===== src/rtl/vrf_pkg.sv =====
package vrf_pkg;
    typedef enum logic [1:0] {
        ST_EMPTY = 2'd0,
        ST_PART  = 2'd1,
        ST_FULL  = 2'd2
    } fill_state_e;
endpackage


===== src/rtl/vrf_store.sv =====
module vrf_store #(
    parameter int unsigned DATA_W = 8,
    parameter int unsigned DEPTH  = 2,
    parameter int unsigned PTR_W  = 1
) (
    input  logic              clk,
    input  logic              rst_n,
    input  logic              wr_en,
    input  logic [DATA_W-1:0] wr_data,
    input  logic              rd_en,
    output logic [DATA_W-1:0] rd_data
);
    localparam logic [PTR_W-1:0] LAST = PTR_W'(DEPTH - 1);

    logic [DATA_W-1:0] slot [DEPTH];
    logic [PTR_W-1:0]  wr_ptr;
    logic [PTR_W-1:0]  rd_ptr;

    function automatic logic [PTR_W-1:0] advance(input logic [PTR_W-1:0] p);
        return (p == LAST) ? '0 : p + 1'b1;
    endfunction

    always_ff @(posedge clk) begin
        if (!rst_n) begin
            wr_ptr <= '0;
            rd_ptr <= '0;
        end else begin
            if (wr_en) wr_ptr <= advance(wr_ptr);
            if (rd_en) rd_ptr <= advance(rd_ptr);
        end
    end

    always_ff @(posedge clk) begin
        if (wr_en) slot[wr_ptr] <= wr_data;
    end

    assign rd_data = slot[rd_ptr];
endmodule


===== src/rtl/vrf_ctrl.sv =====
module vrf_ctrl
    import vrf_pkg::*;
#(
    parameter int unsigned DEPTH = 2,
    parameter int unsigned CNT_W = 2
) (
    input  logic clk,
    input  logic rst_n,
    input  logic push,
    input  logic pop,
    output logic empty,
    output logic full
);
    fill_state_e state, state_nxt;
    logic [CNT_W-1:0] level;

    // state register
    always_ff @(posedge clk) begin
        if (!rst_n) state <= ST_EMPTY;
        else        state <= state_nxt;
    end

    // occupancy count
    always_ff @(posedge clk) begin
        if (!rst_n)          level <= '0;
        else if (push && !pop) level <= level + 1'b1;
        else if (pop && !push) level <= level - 1'b1;
    end

    // transitions: FIRST_IN, TOP_UP, LAST_OUT, MAKE_ROOM
    always_comb begin
        state_nxt = state;
        unique case (state)
            ST_EMPTY: if (push && !pop)
                state_nxt = (DEPTH == 1) ? ST_FULL : ST_PART;
            ST_PART: begin
                if (push && !pop && level == CNT_W'(DEPTH - 1))
                    state_nxt = ST_FULL;
                else if (pop && !push && level == CNT_W'(1))
                    state_nxt = ST_EMPTY;
            end
            ST_FULL: if (pop && !push)
                state_nxt = (DEPTH == 1) ? ST_EMPTY : ST_PART;
            default: state_nxt = ST_EMPTY;
        endcase
    end

    // outputs
    always_comb begin
        empty = (state == ST_EMPTY);
        full  = (state == ST_FULL);
    end
endmodule


===== src/rtl/vr_bypass_fifo.sv =====
module vr_bypass_fifo #(
    parameter int unsigned DATA_W = 8,
    parameter int unsigned DEPTH  = 2,
    parameter bit          PASS   = 1'b1
) (
    input  logic              clk,
    input  logic              rst_n,
    input  logic              in_valid,
    output logic              in_ready,
    input  logic [DATA_W-1:0] in_data,
    output logic              out_valid,
    input  logic              out_ready,
    output logic [DATA_W-1:0] out_data
);
    localparam int unsigned SAFE_D = (DEPTH == 0) ? 1 : DEPTH;
    localparam int unsigned CNT_W  = $clog2(SAFE_D + 1);
    localparam int unsigned PTR_W  = (SAFE_D > 1) ? $clog2(SAFE_D) : 1;

    if (DEPTH == 0 && !PASS) begin : g_bad_cfg
        $error("vr_bypass_fifo: zero depth requires pass-through");
    end
    if (DEPTH > 16) begin : g_bad_depth
        $error("vr_bypass_fifo: depth above 16");
    end

    if (DEPTH == 0) begin : g_wire
        always_comb begin
            out_valid = in_valid;
            out_data  = in_data;
            in_ready  = out_ready;
        end
    end else begin : g_queue
        logic empty, full, bypass, push, pop;
        logic [DATA_W-1:0] head;

        vrf_ctrl #(.DEPTH(DEPTH), .CNT_W(CNT_W)) u_ctrl (
            .clk   (clk),
            .rst_n (rst_n),
            .push  (push),
            .pop   (pop),
            .empty (empty),
            .full  (full)
        );

        vrf_store #(.DATA_W(DATA_W), .DEPTH(DEPTH), .PTR_W(PTR_W)) u_store (
            .clk     (clk),
            .rst_n   (rst_n),
            .wr_en   (push),
            .wr_data (in_data),
            .rd_en   (pop),
            .rd_data (head)
        );

        always_comb begin
            in_ready = !full;
            if (PASS) begin
                bypass    = empty && in_valid && out_ready;
                out_valid = empty ? in_valid : 1'b1;
                out_data  = empty ? in_data : head;
            end else begin
                bypass    = 1'b0;
                out_valid = !empty;
                out_data  = head;
            end
            push = in_valid && !full && !bypass;
            pop  = !empty && out_ready;
        end
    end
endmodule


===== config.mk =====
export PLATFORM = sky130hd
export DESIGN_NAME = vr_bypass_fifo
export DESIGN_NICKNAME = d
export VERILOG_FILES = /design/src/rtl/vrf_pkg.sv /design/src/rtl/vrf_store.sv /design/src/rtl/vrf_ctrl.sv /design/src/rtl/vr_bypass_fifo.sv
export SDC_FILE = /design/constraint.sdc
export NUM_CORES = 1
export LEC_CHECK = 0
export CORE_ASPECT_RATIO = 1.2
export CORE_MARGIN = 2
export CORE_UTILIZATION = 45
export DETAILED_ROUTE_END_ITERATION = 10
export GPL_TIMING_DRIVEN = 0
export PLACE_DENSITY = 0.74
export SKIP_CTS_REPAIR_TIMING = 1
export SLEW_MARGIN = 20
export SYNTH_ARGS = -nofsm -noshare
export SYNTH_HDL_FRONTEND = slang
export SYNTH_SLANG_ARGS = --single-unit

===== constraint.sdc =====
create_clock -name clk -period 1.3 [get_ports clk]
set_clock_uncertainty 0.05 [all_clocks]
set_input_delay 0.195 -clock clk [delete_from_list [all_inputs] [get_ports clk]]
set_output_delay 0.195 -clock clk [all_outputs]
set_load 0.05 [all_outputs]

# After elaboration in Yosys (flattened, before gate mapping)
# Memory sizes are Yosys's and may differ from the RTL's. A register that Yosys moved wholly into a read port is not among the register bits.
# Cells that the tools add are included.
# Widths: inputs -> output; s select.
classes:
  n_eq_ne: 6
  reduce_logical: 17
  muxes: 15
  add_sub_neg: 4
ops:
  columns: ["cell", "n"]
  rows:
  - ["$mux 2", 6]
  - ["$logic_and 1x1->1", 9]
  - ["$mux 8", 1]
  - ["$mux 1", 7]
  - ["$pmux 2 s3", 1]
  - ["$logic_not 1->1", 5]
  - ["$eq 2x1->1 const B", 2]
  - ["$ne 2x1->1 const B", 2]
  - ["$ne 3x1->1 const B", 1]
  - ["$reduce_and 3->1", 1]
  - ["$add 1x1->1 const B", 2]
  - ["$add 2x1->2 const B", 1]
  - ["$eq 2x2->1 const B", 1]
  - ["$logic_not 2->1", 1]
  - ["$reduce_bool 2->1", 1]
  - ["$sub 2x1->2 const B", 1]
word_totals:
  ff_bits: 6
  input_bits: 12
  word_cells: 47
  mem_count: 1
  ram_bits: 16
  out_inout_bits: 10
memory_table:
  columns: ["memory", "words", "width", "rd", "rd_ports_with_merged_regs", "write_ports", "line_no", "source"]
  rows:
  - ["g_queue.u_store.slot", 2, 8, 1, 1, 1, "vrf_store.sv:15", "logic [DATA_W-1:0] slot [DEPTH];"]

# Logic depth before layout (Yosys ltp)
# Gate-level depths: netlist of run 1.
logic_depth:
  ltp_word: 11
  depth_mapped: 7
  mapped_depth_nobuf: 7

# Cells and area by module
# Synthesis of run 1 repeated with hierarchy kept, for this count alone.
hier_totals:
  cells_unflattened: 74
  area_unflattened_um2: 1108.6
by_module_without_submodules:
  columns: ["module", "area_per_inst_um2", "n_inst", "cells_each", "seq_area_each_um2"]
  rows:
  - ["vrf_store", 719.4, 1, 35, 540.5]
  - ["vrf_ctrl", 234.0, 1, 25, 80.1]
  - ["vr_bypass_fifo", 155.1, 1, 14, 0.0]

# Worst setup path before layout of run 1
# No wires, ideal clock.
synth_path:
  path_type: "register to output"
  start: "reg g_queue.u_ctrl.state[0]"
  end: "out out_data[2]"
  required_ns: 1.055
  stages_incl_launch_ff: 5
  setup_slack_ns: -0.327
  path_buffers: 2
  arrival_time_ns: 1.382
  cell_sequence: "dfxtp_1 -> or2_1 -> buf_6 -> buf_12 -> a21oi_2"
synth_between:
  elab_chain_cells: 2
synth_rtl:
  columns: ["element", "line_no", "source"]
  rows:
  - ["start: declaration", "vrf_ctrl.sv:14", "fill_state_e state, state_nxt;"]
  - ["start signal: assignment", "vrf_ctrl.sv:20", "else state <= state_nxt;"]
  - ["$logic_not 2->1", "vrf_ctrl.sv:50", "empty = (state == ST_EMPTY);"]
  - ["$mux 8", "vr_bypass_fifo.sv:59", "out_data = empty ? in_data : head;"]
  - ["end: declaration", "vr_bypass_fifo.sv:13", "output logic [DATA_W-1:0] out_data"]
# Every way passes these cells.

# Worst setup path in the final report of run 1
layout_path:
  start: "reg g_queue.u_ctrl.state[1]"
  end: "out out_data[1]"
# Same word-level chain as after synthesis.

==> results of run 1 <==
==> where the power goes <==
| group | leakage, nW | switching (W) | internal, W |
|---|---|---|---|
| combinational | 0.351 | 0.000360 | 0.000299 |
| sequential | 0.206 | 0.0000235 | 0.000834 |
| clock | 0.0177 | 0.000205 | 0.000115 |
| total | 0.576 | 0.000589 | 0.00125 |
==> flip-flops by register name, summed over array words and instances (netlist names), named ones only <==
| name | count |
|---|---|
| g_queue.u_ctrl.state | 2 |
| g_queue.u_store.slot | 16 |
| g_queue.u_store.rd_ptr | 1 |
| g_queue.u_ctrl.level | 2 |
| g_queue.u_store.wr_ptr | 1 |
==> layer usage <==
layer	up-vias	wire length [um]
li1	361	-
met1	353	818
met2	12	1209
met3	2	60
met4	0	17
met5	-	0
==> cell families (layout without fill, tap and decap cells) <==
family	Yosys count	after routing	synth area share, %
adders and majority gates	3	3	3.326
AOI/OAI and AO/OA	15	15	14.63
muxes	9	9	7.983
and+or+nand+nor	24	24	11.86
DFF	23	23	54.99
xor gates and xnor gates	3	3	2.329
buffers and inverters	8	40	4.878
==> cells in the mapped netlist (all sizes together) <==
cell type / n
edfxtp: 16
nor2: 11
mux2i: 9
a21oi: 8
dfxtp: 7
and2: 5
inv: 5
o21ai: 4
ha: 3
nand2: 3
xnor2: 3
buf: 2
o211ai: 2
a21boi: 1
clkbuf: 1
nand2b: 1
nand3b: 1
nand4b: 1
or2: 1
or3: 1
==> area by class of cell <==
cell class | instances | area, um2
inverter | 5 | 18.77
tap | 31 | 38.79
fill | 192 | 734.5
buffer | 3 | 38.79
timing repair buffer | 28 | 296.5
clock buffer | 3 | 22.52
multi-input combinational | 54 | 546.8
clock inverter | 1 | 5.005
sequential | 23 | 628.1
==> worst max-delay path by stage <==
| stage | to |
|---|---|
| 2_1_floorplan | out_data[0] |
| 3_3_place_gp | out_data[0] |
| 3_5_place_dp | out_data[0] |
| 4_1_cts | out_data[0] |
| 5_1_grt | out_data[4] |
| 6_report | out_data[1] |
==> per-stage QoR <==
step | std cells | utilization, % | setup TNS (ns)
after floorplan | 85 | - | -1.942
after global placement | 137 | 60.10 | -16.31
after detailed placement | 137 | 60.10 | -17.26
after CTS | 141 | 61.28 | -14.70
after global routing | 148 | 68.47 | -8.471
final | 148 | 68.47 | -7.050
==> results by group, run 1 <==
Floorplan
  – I/O pin count: 22
  – Die height: 58.86 um
  – Placeable Area: 2330 um2
  – Die Span X: 49.72 um
  – Cell Rows: 19
  – Die area: 2926 um2
  – Initial core utilization: 48.44%

STA
  – Setup ws final: -0.4734 ns
  – Fin. Hold Viols: 0
  – # setup viols final: 30
  – Minimum clock period: 1.773 ns
  – Unrepaired setup endpoints after global routing: yes
  – Max-slew violation count: 0
  – Worst Max-Slew Pin Slew: 0.2604 ns
  – Worst hold margin: 0.4573 ns
  – Final period utilization: 136.4%
  – Max-Slew Margin vs Limit: 82.14%
  – Highest clock rate: 0.5639 GHz

Critical path
  – Most common cell on crit path: buf_6
  – Critical Path RT: 1.05 ns
  – Cell Chain, Critical Path: or2_1 > buf_6 > clkbuf_16 > a21oi_4 > buf_6
  – Setup slack, reg-to-reg: -0.22 ns
  – Buf+Inv Stages, Crit Path: 3
  – Crit-path max FO: 8
  – Levels on crit path: 5
  – Crit path largest cell delay: 0.38 ns
  – FF-to-FF path depth: 7
  – Slowest CP cell: dfxtp_4
  – Startpoint Class: flip-flop
  – Worst setup path start: g_queue.u_ctrl.state[1]
  – Top delay family on crit path: buffers and inverters
  – Worst setup path class: reg -> out
  – CP Capture Type: output port
  – Reg2reg end: g_queue.u_ctrl.state[0]
  – Crit path DAT: 1.53 ns
  – RR Startpoint: g_queue.u_ctrl.state[1]

Route
  – DR vias/cell: 4.919
  – Total wire length: 2105 um
  – Initial detailed-routing violation count: 4
  – WL/cell: 14.22 um
  – DRC violations left: 0
  – Pre-antenna DRT Iters: 2
  – Via count: 728
  – Post-route ant nets: 0

Clocking
  – CTS Buffer Depth: 2
  – Clk root buf: clkbuf_4
  – Clk sinks: 23
  – CTS tree: yes
  – Clk slew on worst S/H paths: 0.12 ns
  – CTS Buf Count: 3
  – CTS H-Tree Depth: 1
  – Clock latency at the later pin of the worst-skew pair: 0.30 ns

Layout
  – Layout net count: 133
  – N_diodes: 0
  – Synth-to-Final Area Change: 41.35%
  – Most common cell after layout, fill and taps aside: edfxtp_1
  – Share of cells above drive strength 1: 41.88%
  – Most frequent cells in the layout: edfxtp_1, buf_6, clkdlybuf4s50_1, a21oi_4, nor2_1
  – Design Area, Final: 1595 um2

Min path
  – Hold path endpoint: g_queue.u_store.slot[0][5]
  – Hold Path Class: in -> reg
  – HP Start: in_data[5]
  – Hold Crit Depth: 1

Logic synthesis
  – Synth Net Count: 100
  – Synthesized instance count: 85
  – Synth area leaders: edfxtp_1, dfxtp_1, a21oi_4
  – Area fraction of the dominant cell type after synthesis: 42.57%
  – Sequential share of the synthesized area: 54.99%
  – Cell Area, Synth: 1129 um2
  – Mean Syn Cell Area: 13.28 um2
  – Yosys warns: 0
  – Top cell type by total area after synthesis: edfxtp_1
  – Yosys cell types: 24
  – Synthesized flop and latch total: 23

GRT
  – GRT busiest layer: met2
  – Vias in the first global route: 690
  – Total track usage: 13.90%
  – First-pass GRT wire length: 3015 um
  – Largest net degree at the start of global routing: 14
  – Grt met2 use: 26.86%
  – GR met1 Demand/Resource: 14.12%
  – Met3 usage: 2.538%
  – Grt ovf: 0
  – Antenna violations before repair: 0

Placed design
  – Post-DP HPWL: 1348 um
  – Place WS: -0.7700 ns
  – Placed cell areas: 1400 um2
  – Port Buffers: 21
  – Gp weighted congestion: 0.6877

Outcome
  – Status: finished, violations left
  – Failing checks: negative setup slack

Power
  – IR drop worst, VDD: 1.020 mV
  – Pwr Total: 0.001836 W
  – Leakage: 0.5756 nW
  – PwrDens: 1151 nW/um2

Flow run
  – MaxCap Viol Count: 0
No activity file was read; power rests on OpenSTA's default activity.
==> run 2, diff against run 1 <==
ABC_AREA = 1   (was unset)
CORE_UTILIZATION = 44   (was 45)
GPL_TIMING_DRIVEN = unset   (was 0)
PLACE_DENSITY = 0.73   (was 0.74)
==> results by group, run 2 <==
Outcome
  – Status: finished, violations left (unchanged)
  – Failing checks: negative setup slack (unchanged)

Placed design
  – Placed Cells: 168 (was 137)
  – Port Buffers: 21 (unchanged)
  – Gp weighted congestion: 0.6854 (was 0.6877)
  – Post-DP HPWL: 1534 um (was 1348 um)

STA
  – Highest clock rate: 0.6455 GHz (was 0.5639 GHz)
  – Worst Max-Slew Pin Slew: 0.2155 ns (was 0.2604 ns)
  – Minimum clock period: 1.549 ns (was 1.773 ns)
  – Max-Slew Margin vs Limit: 85.48% (was 82.14%)
  – Setup ws final: -0.2493 ns (was -0.4734 ns)
  – Fin. Hold Viols: 0 (unchanged)
  – Final period utilization: 119.2% (was 136.4%)
  – # setup viols final: 14 (was 30)
  – Unrepaired setup endpoints after global routing: yes (unchanged)
  – Max-slew violation count: 0 (unchanged)

Floorplan
  – Die Span X: 49.01 um (was 49.72 um)
  – Initial core utilization: 46.39% (was 48.44%)
  – Placeable Area: 2306 um2 (was 2330 um2)
  – Die height: 58.02 um (was 58.86 um)
  – I/O pin count: 22 (unchanged)
  – Cell Rows: 19 (unchanged)
  – Die area: 2843 um2 (was 2926 um2)

Logic synthesis
  – Synth area leaders: edfxtp_1, dfxtp_1, o21ai_0 (was edfxtp_1, dfxtp_1, a21oi_4)
  – Synthesized instance count: 110 (was 85)
  – Mean Syn Cell Area: 9.725 um2 (was 13.28 um2)
  – Commonest cells post-synth: nand2_1, inv_1, o21ai_0 (was edfxtp_1, mux2i_1, nor2_1)
  – Top cell type by total area after synthesis: edfxtp_1 (unchanged)
  – Synthesized flop and latch total: 23 (unchanged)
  – Async set or reset register ratio after synthesis: 0% (unchanged)
  – Sequential share of the synthesized area: 58.01% (was 54.99%)
  – Primary FF master, synth: edfxtp_1 (unchanged)
  – Most frequent cell after synthesis: nand2_1 (was edfxtp_1)
  – EDFF count, synth: 16 (unchanged)
  – Yosys cell types: 18 (was 24)
  – Area fraction of the dominant cell type after synthesis: 44.91% (was 42.57%)
  – Cell Area, Synth: 1070 um2 (was 1129 um2)
  – Yosys warns: 0 (unchanged)
  – Synth Net Count: 125 (was 100)

Route
  – WL/cell: 11.31 um (was 14.22 um)
  – Via count: 829 (was 728)
  – Post-route ant nets: 0 (unchanged)
  – DR vias/cell: 4.710 (was 4.919)
  – Pre-antenna DRT Iters: 4 (was 2)
  – Total wire length: 1990 um (was 2105 um)
  – Initial detailed-routing violation count: 12 (was 4)
  – DRC violations left: 0 (unchanged)

GRT
  – Vias in the first global route: 757 (was 690)
  – Largest net degree at the start of global routing: 17 (was 14)
  – Antenna violations before repair: 0 (unchanged)
  – Total track usage: 15.47% (was 13.90%)
  – First-pass GRT wire length: 3332 um (was 3015 um)
  – Grt ovf: 0 (unchanged)

Layout
  – N_diodes: 0 (unchanged)
  – Max reg flops: 16 (unchanged)
  – Synth-to-Final Area Change: 54.50% (was 41.35%)
  – Non-filler cells, final: 176 (was 148)
  – Layout net count: 161 (was 133)
  – Most flops, register: g_queue.u_store.slot (unchanged)
  – Share of cells above drive strength 1: 36.55% (was 41.88%)
  – Largest regs: g_queue.u_store.slot: 16 flops, g_queue.u_ctrl.level: 2 flops, g_queue.u_ctrl.state: 2 flops (unchanged)
  – Reg area: 628.1 um2 (unchanged)
  – Most frequent cells in the layout: nand2_1, inv_1, edfxtp_1, buf_12, clkdlybuf4s50_1 (was edfxtp_1, buf_6, clkdlybuf4s50_1, a21oi_4, nor2_1)
  – Most common cell after layout, fill and taps aside: nand2_1 (was edfxtp_1)
  – Multi-input logic area: 436.7 um2 (was 546.8 um2)
  – Final core occ: 71.68% (was 68.47%)
  – Filler cells: 165 (was 192)

Min path
  – Hold Path Class: in -> reg (unchanged)

Clocking
  – Clock latency at the later pin of the worst-skew pair: 0.30 ns (about the same)
  – CTS H-Tree Depth: 1 (unchanged)
  – Clk sinks: 23 (unchanged)
  – CTS tree: yes (unchanged)
  – CTS Buffer Depth: 2 (unchanged)
  – Clk slew on worst S/H paths: 0.12 ns (about the same)
  – Clk root buf: clkbuf_4 (unchanged)
  – CTS Buf Count: 3 (unchanged)

Power
  – PwrDens: 1140 nW/um2 (was 1151 nW/um2)
  – Leakage: 0.6932 nW (was 0.5756 nW)
  – IR drop worst, VDD: 1.042 mV (was 1.020 mV)

Critical path
  – CP Capture Type: output port (unchanged)
  – Crit path DAT: 1.30 ns (was 1.53 ns)
  – Crit-path max FO: 12 (was 8)
  – Startpoint Class: flip-flop (unchanged)
  – Critical Path RT: 1.05 ns (about the same)
  – Worst setup path class: reg -> out (unchanged)

Flow run
  – MaxCap Viol Count: 0 (unchanged)
run 2: changes by cell type in the layout (fill, tap and decap cells not counted), sizes merged, moves of 4 or more:
cell,change
and2,-5
mux2i,-9
a21oi,-5
buf,+4
o21ai,+14
inv,+15
nand2,+20
run 2: logic make-up (layout without fill, tap and decap cells):
kind of cell / Yosys count / count (layout) / synth area share (%)
AND/OR/NAND/NOR: 39 / 39 / 17.90
buffers and inverters: 22 / 57 / 9.122
adder cells (fa/ha/maj): 3 / 3 / 3.509
flip-flops: 23 / 23 / 58.01
AO/OA/AOI/OAI: 21 / 21 / 9.824
XOR/XNOR: 2 / 2 / 1.638
run 2: final timing paths:
path / from / endpoint / slack (ns) / depth (start not counted)
max: g_queue.u_ctrl.state[0] / out_data[6] / -0.25 / 5
max reg2reg: g_queue.u_ctrl.state[0] / g_queue.u_ctrl.level[0] / -0.12 / 8
min: in_data[0] / g_queue.u_store.slot[0][0] / 0.45 / 1
min reg2reg: g_queue.u_store.rd_ptr / flip-flop / 0.46 / 2
run 2: critical path, cell delays in order (launching register included):
cell	delay [ns]
dfxtp_4	0.37
nor2_4	0.17
buf_12	0.16
nand2_1	0.07
o21ai_2	0.08
buf_12	0.15
run 2: area by class of cell:
| class | count | area share [%] |
|---|---|---|
| sequential | 23 | 38.00 |
| timing repair buffer | 33 | 26.72 |
| multi-input combinational | 65 | 26.42 |
| inverter | 20 | 4.845 |
| tap | 31 | 2.347 |
| clock buffer | 3 | 1.363 |
| clock inverter | 1 | 0.3028 |
run 2: report_power, final:
group	total, W	internal (W)	leakage [nW]	switching [W]
clock	0.000319	0.000115	0.0177	0.000204
combinational	0.000712	0.000335	0.469	0.000376
sequential	0.000853	0.000832	0.206	0.0000212
total	0.00188	0.00128	0.693	0.000601
run 2: metrics by stage:
step                      hold slack (ns)  cell area (um2)  power (W)  TNS [ns]  setup WS, ns
after floorplan                    0.2439             1142   0.001243   -0.5107      -0.05045
final                              0.4462             1653   0.001884    -2.638       -0.2493
after global placement             0.4292             1567   0.001530    -3.870       -0.2762
after CTS                          0.4415             1594   0.001866    -3.260       -0.3547
after global routing               0.4205             1653   0.001981    -4.371       -0.3501
after detailed placement           0.4399             1567   0.001552    -3.949       -0.3001
run 2: layer usage:
layer | wire length, um | part of all wire (%) | GRT usage [%]
met3 | 67 | 3.4 | 3.093
met1 | 801 | 40 | 16.89
met2 | 1076 | 54 | 28.77
met4 | 45 | 2.3 | 7.347
met5 | 0 | 0 | 0
